[src/rtl/pio_timing_pkg.sv]
package pio_timing_pkg;

    localparam int BYTE_W   = 8;
    localparam int CNT_W    = 5;
    localparam int NSLOT    = 3;
    localparam int SLOT_W   = $clog2(NSLOT);
    localparam int OFS_W    = 3;

    localparam logic [OFS_W-1:0]  OFS_INDEX = 3'd0;
    localparam logic [OFS_W-1:0]  OFS_DATA  = 3'd4;

    localparam logic [BYTE_W-1:0] IDX_ADDR_BASE = 8'h20;
    localparam logic [BYTE_W-1:0] IDX_RW_BASE   = 8'h24;
    localparam logic [BYTE_W-1:0] IDX_CMD       = 8'h28;

    typedef enum logic [2:0] {
        PH_IDLE,
        PH_SETUP,
        PH_ACTIVE,
        PH_RECOV,
        PH_DONE
    } phase_e;

    typedef struct packed {
        logic [CNT_W-1:0] setup;
        logic [CNT_W-1:0] active;
        logic [CNT_W-1:0] recov;
    } phase_cnt_t;

    function automatic logic [CNT_W-1:0] setup_clocks(input logic [1:0] code);
        case (code)
            2'b00:   setup_clocks = 5'd4;
            2'b01:   setup_clocks = 5'd2;
            2'b10:   setup_clocks = 5'd3;
            default: setup_clocks = 5'd5;
        endcase
    endfunction

    function automatic logic [CNT_W-1:0] nib_clocks(input logic [3:0] n);
        nib_clocks = (n == 4'd0) ? 5'd16 : {1'b0, n};
    endfunction

    function automatic logic [CNT_W-1:0] active_clocks(input logic [3:0] n);
        active_clocks = (n == 4'd1) ? 5'd2 : nib_clocks(n);
    endfunction

    function automatic logic [CNT_W-1:0] recov_clocks(input logic [3:0] n,
                                                      input logic late);
        recov_clocks = nib_clocks(n) + {4'd0, late};
    endfunction

endpackage

[src/rtl/pio_regfile.sv]
module pio_regfile
    import pio_timing_pkg::*;
(
    input  logic                          clk,
    input  logic                          rst,
    input  logic                          host_we,
    input  logic [OFS_W-1:0]              host_addr,
    input  logic [BYTE_W-1:0]             host_wdata,
    output logic [BYTE_W-1:0]             host_rdata,
    output logic [NSLOT-1:0][BYTE_W-1:0]  addr_tim,
    output logic [NSLOT-1:0][BYTE_W-1:0]  rw_tim,
    output logic [BYTE_W-1:0]             cmd_tim
);

    logic [BYTE_W-1:0] idx_q;
    logic              data_we;

    assign data_we = host_we && (host_addr == OFS_DATA);

    always_ff @(posedge clk) begin
        if (rst)
            idx_q <= '0;
        else if (host_we && host_addr == OFS_INDEX)
            idx_q <= host_wdata;
    end

    for (genvar s = 0; s < NSLOT; s++) begin : g_slot
        always_ff @(posedge clk) begin
            if (rst) begin
                addr_tim[s] <= '0;
                rw_tim[s]   <= '0;
            end else if (data_we) begin
                if (idx_q == IDX_ADDR_BASE + BYTE_W'(s))
                    addr_tim[s] <= host_wdata;
                if (idx_q == IDX_RW_BASE + BYTE_W'(s))
                    rw_tim[s] <= host_wdata;
            end
        end
    end

    always_ff @(posedge clk) begin
        if (rst)
            cmd_tim <= '0;
        else if (data_we && idx_q == IDX_CMD)
            cmd_tim <= host_wdata;
    end

    always_comb begin
        host_rdata = '0;
        if (host_addr == OFS_INDEX) begin
            host_rdata = idx_q;
        end else if (host_addr == OFS_DATA) begin
            for (int s = 0; s < NSLOT; s++) begin
                if (idx_q == IDX_ADDR_BASE + BYTE_W'(s)) host_rdata = addr_tim[s];
                if (idx_q == IDX_RW_BASE + BYTE_W'(s))   host_rdata = rw_tim[s];
            end
            if (idx_q == IDX_CMD) host_rdata = cmd_tim;
        end
    end

endmodule

[src/rtl/pio_phase_seq.sv]
module pio_phase_seq
    import pio_timing_pkg::*;
(
    input  logic       clk,
    input  logic       rst,
    input  logic       req,
    input  logic       req_write,
    input  phase_cnt_t cnt_in,
    output logic       busy,
    output logic       addr_valid,
    output logic       rd_stb,
    output logic       wr_stb,
    output logic       done
);

    phase_e           ph;
    phase_cnt_t       lat_q;
    logic [CNT_W-1:0] left_q;
    logic             dir_q;

    always_ff @(posedge clk) begin
        if (rst) begin
            ph     <= PH_IDLE;
            lat_q  <= '0;
            left_q <= '0;
            dir_q  <= 1'b0;
        end else begin
            case (ph)
                PH_IDLE: if (req) begin
                    ph     <= PH_SETUP;
                    lat_q  <= cnt_in;
                    left_q <= cnt_in.setup - 5'd1;
                    dir_q  <= req_write;
                end
                PH_SETUP: if (left_q == '0) begin
                    ph     <= PH_ACTIVE;
                    left_q <= lat_q.active - 5'd1;
                end else begin
                    left_q <= left_q - 5'd1;
                end
                PH_ACTIVE: if (left_q == '0) begin
                    ph     <= PH_RECOV;
                    left_q <= lat_q.recov - 5'd1;
                end else begin
                    left_q <= left_q - 5'd1;
                end
                PH_RECOV: if (left_q == '0)
                    ph <= PH_DONE;
                else
                    left_q <= left_q - 5'd1;
                default: ph <= PH_IDLE;
            endcase
        end
    end

    assign busy       = (ph != PH_IDLE);
    assign addr_valid = (ph == PH_SETUP) || (ph == PH_ACTIVE);
    assign rd_stb     = (ph == PH_ACTIVE) && !dir_q;
    assign wr_stb     = (ph == PH_ACTIVE) &&  dir_q;
    assign done       = (ph == PH_DONE);

endmodule

[src/rtl/pio_strobe_timer.sv]
module pio_strobe_timer
    import pio_timing_pkg::*;
(
    input  logic        clk,
    input  logic        rst,
    input  logic        late_rev,
    input  logic        host_we,
    input  logic [2:0]  host_addr,
    input  logic [7:0]  host_wdata,
    output logic [7:0]  host_rdata,
    input  logic        req,
    input  logic        req_chan,
    input  logic        req_drive,
    input  logic        req_cmd,
    input  logic        req_write,
    output logic        busy,
    output logic        addr_valid,
    output logic        rd_stb,
    output logic        wr_stb,
    output logic        done
);

    logic [NSLOT-1:0][BYTE_W-1:0] addr_tim;
    logic [NSLOT-1:0][BYTE_W-1:0] rw_tim;
    logic [BYTE_W-1:0]            cmd_tim;
    logic [SLOT_W-1:0]            slot;
    logic [BYTE_W-1:0]            at_sel;
    logic [BYTE_W-1:0]            rw_sel;
    phase_cnt_t                   cnt;

    pio_regfile u_regs (
        .clk        (clk),
        .rst        (rst),
        .host_we    (host_we),
        .host_addr  (host_addr),
        .host_wdata (host_wdata),
        .host_rdata (host_rdata),
        .addr_tim   (addr_tim),
        .rw_tim     (rw_tim),
        .cmd_tim    (cmd_tim)
    );

    // The secondary channel maps both drives onto its one shared slot.
    assign slot   = req_chan ? SLOT_W'(NSLOT - 1) : SLOT_W'(req_drive);
    assign at_sel = addr_tim[slot];
    assign rw_sel = req_cmd ? cmd_tim : rw_tim[slot];

    always_comb begin
        cnt.setup  = setup_clocks(at_sel[7:6]);
        cnt.active = active_clocks(rw_sel[7:4]);
        cnt.recov  = recov_clocks(rw_sel[3:0], late_rev);
    end

    pio_phase_seq u_seq (
        .clk        (clk),
        .rst        (rst),
        .req        (req),
        .req_write  (req_write),
        .cnt_in     (cnt),
        .busy       (busy),
        .addr_valid (addr_valid),
        .rd_stb     (rd_stb),
        .wr_stb     (wr_stb),
        .done       (done)
    );

endmodule

[config.mk]
export PLATFORM = sky130hd
export DESIGN_NAME = pio_strobe_timer
export DESIGN_NICKNAME = d
export VERILOG_FILES = /design/src/rtl/pio_timing_pkg.sv /design/src/rtl/pio_regfile.sv /design/src/rtl/pio_phase_seq.sv /design/src/rtl/pio_strobe_timer.sv
export SDC_FILE = /design/constraint.sdc
export NUM_CORES = 1
export LEC_CHECK = 0
export BUFFER_PORTS_ARGS = -buffer_cell sky130_fd_sc_hd__buf_2
export CAP_MARGIN = 40
export CORE_ASPECT_RATIO = 0.9
export CORE_MARGIN = 1
export CORE_UTILIZATION = 25
export CTS_CLUSTER_DIAMETER = 40
export DETAILED_ROUTE_END_ITERATION = 10
export PLACE_DENSITY = 0.42
export SKIP_CTS_REPAIR_TIMING = 1
export SYNTH_ARGS = -nofsm -noshare
export SYNTH_HDL_FRONTEND = slang
export SYNTH_SLANG_ARGS = --single-unit
[constraint.sdc]
create_clock -name clk -period 2.5 [get_ports clk]
set_input_delay 0.125 -clock clk [delete_from_list [all_inputs] [get_ports clk]]
set_output_delay 0.125 -clock clk [all_outputs]
set_load 0.005 [all_outputs]
* Word-level counts from Yosys, hierarchy flattened
Index checks and enable logic that the tools add are counted.
** Storage, ports and cells
- Bits in registers :: 83
- Input bits :: 20
- Word-level logic and storage cells :: 92
** Operators by class
- Add/sub/neg operators :: 5
- $lt $le $gt $ge :: 1
- Equal/unequal tests :: 20
- Mux-type cells :: 29
- Reduce and logical (&&, ||, !) cells :: 24
** Operators by type and width (number)
- $mux 8 :: 12
- $eq 8x6->1 const B :: 7
- $mux 5 :: 7
- $bmux 8 s2 :: 2
- $pmux 5 s4 :: 1
- $sub 5x1->5 const B :: 3
- $reduce_and 2->1 :: 7
- $mux 3 :: 4
- $pmux 3 s4 :: 1
- $pmux 3 s3 :: 1
- $logic_not 4->1 :: 2
- $eq 3x2->1 const B :: 2
- $eq 3x3->1 const B :: 2
- $logic_not 3->1 :: 2
- $ne 2x1->1 const B :: 3
- $add 5x1->5 :: 1
- $logic_and 1x1->1 :: 5
- $logic_not 5->1 :: 1
- $eq 4x1->1 const B :: 1
- $ne 2x2->1 const B :: 2
- $reduce_and 4->1 :: 1
- $reduce_bool 4->1 :: 1
- $sub 3x1->4 const B :: 1
- $eq 3x1->1 const B :: 1
- 9 further kinds :: 9

* Longest topological paths before layout
- Word-level depth :: 10
- Depth in mapped cells :: 11
- Gate-level depth less buffers :: 8

* Modules after synthesis
Synthesis repeated with hierarchy kept, for this count alone.
** Unflattened totals
- Cell total of the unflattened synthesis :: 613
- Area total of the unflattened synthesis :: 4789.6 um2
** Modules (own cells, without submodules)
- pio_regfile :: times used 1, cells an instance 384, area each 3076.7 um2, seq. area each 1281.2 um2
- pio_phase_seq :: times used 1, cells an instance 157, area each 1184.9 um2, seq. area each 380.4 um2
- pio_strobe_timer :: times used 1, cells an instance 72, area each 528.0 um2, seq. area each 0.0 um2

* Worst setup path after synthesis
No wires, ideal clock.
- Path type :: input port to flip-flop
- Start point :: input port req_chan
- End point :: register u_seq.lat_q[3] (netlist bit)
- Setup time :: 86 ps
- Data arrival time :: 2191 ps
- Required time :: 2414 ps
- Slack :: 224 ps
- Stages :: 9
- Buffers on the path :: 2
- Path through :: clkbuf_1 > buf_2 > a211oi_1 > o31ai_1 > ha_1 > or4b_2 > a221oi_2 > xor2_1 > a211oi_1
** On the way
- Longest elaborated chain between the ends :: 7
** RTL lines
- start: declaration :: RTL line pio_strobe_timer.sv:12 : input logic req_chan,
- $mux 2 * :: RTL line pio_strobe_timer.sv:44 : assign slot = req_chan ? SLOT_W'(NSLOT - 1) : SLOT_W'(req_drive);
- $bmux 8 s2 * :: RTL line pio_strobe_timer.sv:46 : assign rw_sel = req_cmd ? cmd_tim : rw_tim[slot];
- $mux 8 (not written as such) * :: RTL line pio_strobe_timer.sv:46
- $mux 8 * :: RTL line pio_strobe_timer.sv:46
- $logic_not 4->1 :: RTL line pio_timing_pkg.sv:40 : nib_clocks = (n == 4'd0) ? 5'd16 : {1'b0, n};
- $mux 5 * :: RTL line pio_timing_pkg.sv:40
- $add 5x1->5 * :: RTL line pio_timing_pkg.sv:49 : recov_clocks = nib_clocks(n) + {4'd0, late};
- end signal: assignment :: RTL line pio_phase_seq.sv:31 : lat_q <= cnt_in;
- end: declaration :: RTL line pio_phase_seq.sv:17 : phase_cnt_t lat_q;
Every way passes the cells marked *; elsewhere a longest branch is shown, timed or not. The select of a mux whose other input is x is not followed.
A chain may end at the register's enable or synchronous reset.

* Worst setup path after layout
- Start point :: register u_regs.idx_q[2]
- End point :: output port host_rdata[2]
** On the way
- Longest elaborated chain between the ends :: 10
** RTL lines
- start: declaration :: RTL line pio_regfile.sv:15 : logic [BYTE_W-1:0] idx_q;
- start signal: assignment :: RTL line pio_regfile.sv:24 : idx_q <= host_wdata;
- $eq 8x6->1 :: RTL line pio_regfile.sv:54 : if (idx_q == IDX_ADDR_BASE + BYTE_W'(s)) host_rdata = addr_tim[s];
- $mux 8 :: RTL line pio_regfile.sv:54
- $mux 8 :: RTL line pio_regfile.sv:55 : if (idx_q == IDX_RW_BASE + BYTE_W'(s)) host_rdata = rw_tim[s];
- $mux 8 :: RTL line pio_regfile.sv:54
- $mux 8 :: RTL line pio_regfile.sv:55
- $mux 8 :: RTL line pio_regfile.sv:54
- $mux 8 :: RTL line pio_regfile.sv:55
- $mux 8 :: RTL line pio_regfile.sv:57 : if (idx_q == IDX_CMD) host_rdata = cmd_tim;
- $mux 8 :: RTL line pio_regfile.sv:52 : end else if (host_addr == OFS_DATA) begin
- $mux 8 * :: RTL line pio_regfile.sv:50 : if (host_addr == OFS_INDEX) begin
- end: declaration :: RTL line pio_strobe_timer.sv:10 : output logic [7:0] host_rdata,
Every way passes the cells marked *; elsewhere a longest branch is shown, timed or not.

==> qor.yml <==
clk_latency_ps: 350
critPathLaunchType: "flip-flop"
critical_path_required_ps: 2380
dpl.hpwl_um: 10200
placeableCoreArea_mm2: 0.0179
max_cap_violations: 0
fin_crit_ps: 2340
holdWs_ps: 14.7
vias_per_cell: 4.95
ant_nets: 0
dr_total_vias: 4076
dpl_worst_slack_ps: 99.9
syn_to_final_growth_pct: 17.3
grt_max_degree: 64
nNetsFinal: 606
synth_edf_count: 0
synth_top_area_cell: "dfxtp_1"
avgRoutedWirePerCell_um: 17.1
sw_frac_of_total: 0.315
relSlewSlack: 0.489
use_met2: 0.239
hold_violations: 0
p_per_area_mw_per_mm2: 724
synth_area_per_cell_um2: 8.34
cts_tree: "yes"
ys_seq_area_frac: 0.358
grt_antenna_before_repair: 0
crit_fanout: 11
finalWorstSetupSlack_ps: 158
drt_iter0_drc: 255
fin_util: 0.304
clockBufferDepth: 2
combPwrFrac: 0.237
final_cell_mix: "88 x nor2_1, 81 x dfxtp_1, 67 x mux2i_1, 47 x nand2_1, 36 x o21ai_0"
fmax_mhz: 427
first_pass_iters: 5
grt_pass1_vias: 4004
start_util: 0.259
switchingPower_mw: 1.24
diodes: 0
seq_area_mm2: 0.00166
outcome: "complete, no violations"
power.internal_mw: 2.70
synthesis.nets: 584
yosys-top-cells-area: "dfxtp_1 36%, mux2i_1 14%, nor2_1 7.2%"
clkTransAtPathRegs_ps: 70
globalplace.congestion: 0.833
dieArea_mm2: 0.0191
static-leakage-power_nw: 2.23
synth_top_area_frac: 0.358
place_inst: 807
htreeDepth: 3
crit_type: "reg -> out"
finalSetupTns_ps: 0
ys_ff_latch: 83
synthArstFlopShare: 0
pwr-share-clk: 0.377
ys.flop_type: "dfxtp_1"
rsz0062_at_grt: "false"
dpl_cell_area_mm2: 0.00509
max-vdd-ir-drop_mv: 0.308
num_io_pins: 33
met3_usage: 0.0326
final_common_cell: "nor2_1"
die_x_um: 146
slew_violations: 0
grt_overflow: 0
setup_violations: 0
root_buffer: "clkbuf_16"
io_buffers: 32
ys_warn_count: 0
cts.sinks: 83
cp_num_buf_inv: 2
ys_types: 60
synth_cells: 557
num_rows: 46
fin_crit_sh: 0.937
busiest_layer: "met2"
crit_chain: "buf_6, mux2_2, a22oi_1, o21ai_0, a32o_1, buf_2"
numCtsBuffers: 9
worst_pin_slew_ps: 756
drc: 0
power_mw: 3.95
multiInputGateArea_mm2: 0.00275
grt_pass1_wl_um: 22600
end_kind: "output port"
hold_class: "in -> reg"
crit_path_top_delay_cell: "dfxtp_2"
fin_skew_ps: 7.06
grtUsageMet1: 0.212
cp.arrival_ps: 2220
fin_area_mm2: 0.00545
die_h_um: 131
synth_area_mm2: 0.00464
drive_above_1_share: 0.176
drt-total-wl_um: 14100
seq_power_share: 0.386
fin_cells: 824
fillers: 1902
slowest_delay_ps: 400
cp_top_family: "compound AO/OA/AOI/OAI gates"
grt_usage: 0.153
-- worst register-to-register path: cells and delay by family (launching register included) --
kind                     cells  cell delay (ps)
AO/OA/AOI/OAI                4              920
XOR/XNOR                     1              100
adder cells (fa/ha/maj)      1              250
flip-flops                   1              330
AND/OR/NAND/NOR              2              580
-- state kept, by name, indices dropped and copies added (netlist names) --
register and cells:
u_regs.idx_q 8, u_regs.cmd_tim 8, u_seq.ph 3, u_regs.rw_tim 24
u_seq.lat_q 10, u_seq.dir_q 1, u_regs.addr_tim 24, u_seq.left_q 5
-- cells in the mapped netlist, drive strengths merged, types with 2 or more instances --
cell	count
a2111oi	2
a211oi	4
a21oi	23
a221oi	4
a22o	2
a22oi	13
a311oi	2
a31o	2
a32o	6
and2	2
buf	10
clkbuf	32
dfxtp	83
ha	7
inv	17
mux2	11
mux2i	67
mux4	2
nand2	47
nand2b	8
nand3	7
nand3b	4
nand4	3
nand4b	3
nor2	89
nor2b	2
nor3	17
nor3b	6
nor4	5
nor4b	2
o211ai	2
o21ai	36
o22ai	9
o311a	2
o31ai	2
or3	2
or4b	3
xnor2	8
-- area by class of cell --
type / instances / share of cell area
multi-input combinational: 414 / 0.505
sequential: 83 / 0.306
timing repair buffer: 53 / 0.0614
tap: 240 / 0.0551
clock buffer: 10 / 0.0439
clock inverter: 6 / 0.0163
inverter: 18 / 0.0124
-- worst paths after layout --
| kind | start | end | slack, ps | depth (start not counted) |
|---|---|---|---|---|
| worst max-delay path | u_regs.idx_q[2] | host_rdata[2] | 160 | 6 |
| worst min register to register | u_seq.lat_q[1] | u_seq.lat_q[1] | 480 | 2 |
| worst min-delay path | req_write | u_seq.dir_q | 10 | 3 |
| worst max register to register | u_regs.rw_tim[0] | u_seq.lat_q[3] | 250 | 8 |
-- power by group through the flow --
stage	Clock, mW	Sequential, mW	Combinational [mW]
after detailed placement	0	1.55	0.929
final	1.49	1.52	0.936
after CTS	1.53	1.52	0.936
after global placement	0	1.55	0.932
after global routing	1.58	1.54	1.03
after floorplan	0	1.50	0.713
-- cell families (layout without fill, tap and decap cells) --
group / count (synthesis) / count (layout) / synth area share
adders and majority gates: 7 / 7 / 0.0189
AOI/OAI and AO/OA: 114 / 114 / 0.160
buffers and inverters: 60 / 87 / 0.0515
muxes: 80 / 80 / 0.181
and+or+nand+nor: 204 / 204 / 0.214
DFF: 83 / 83 / 0.358
xor gates and xnor gates: 9 / 9 / 0.0170
-- routing by layer --
metal	vias to the layer above	routed length, um
li1	2032	-
met1	1976	7040
met2	56	6440
met3	12	434
met4	0	164
met5	-	0
Power figures use the tool's default switching activity.
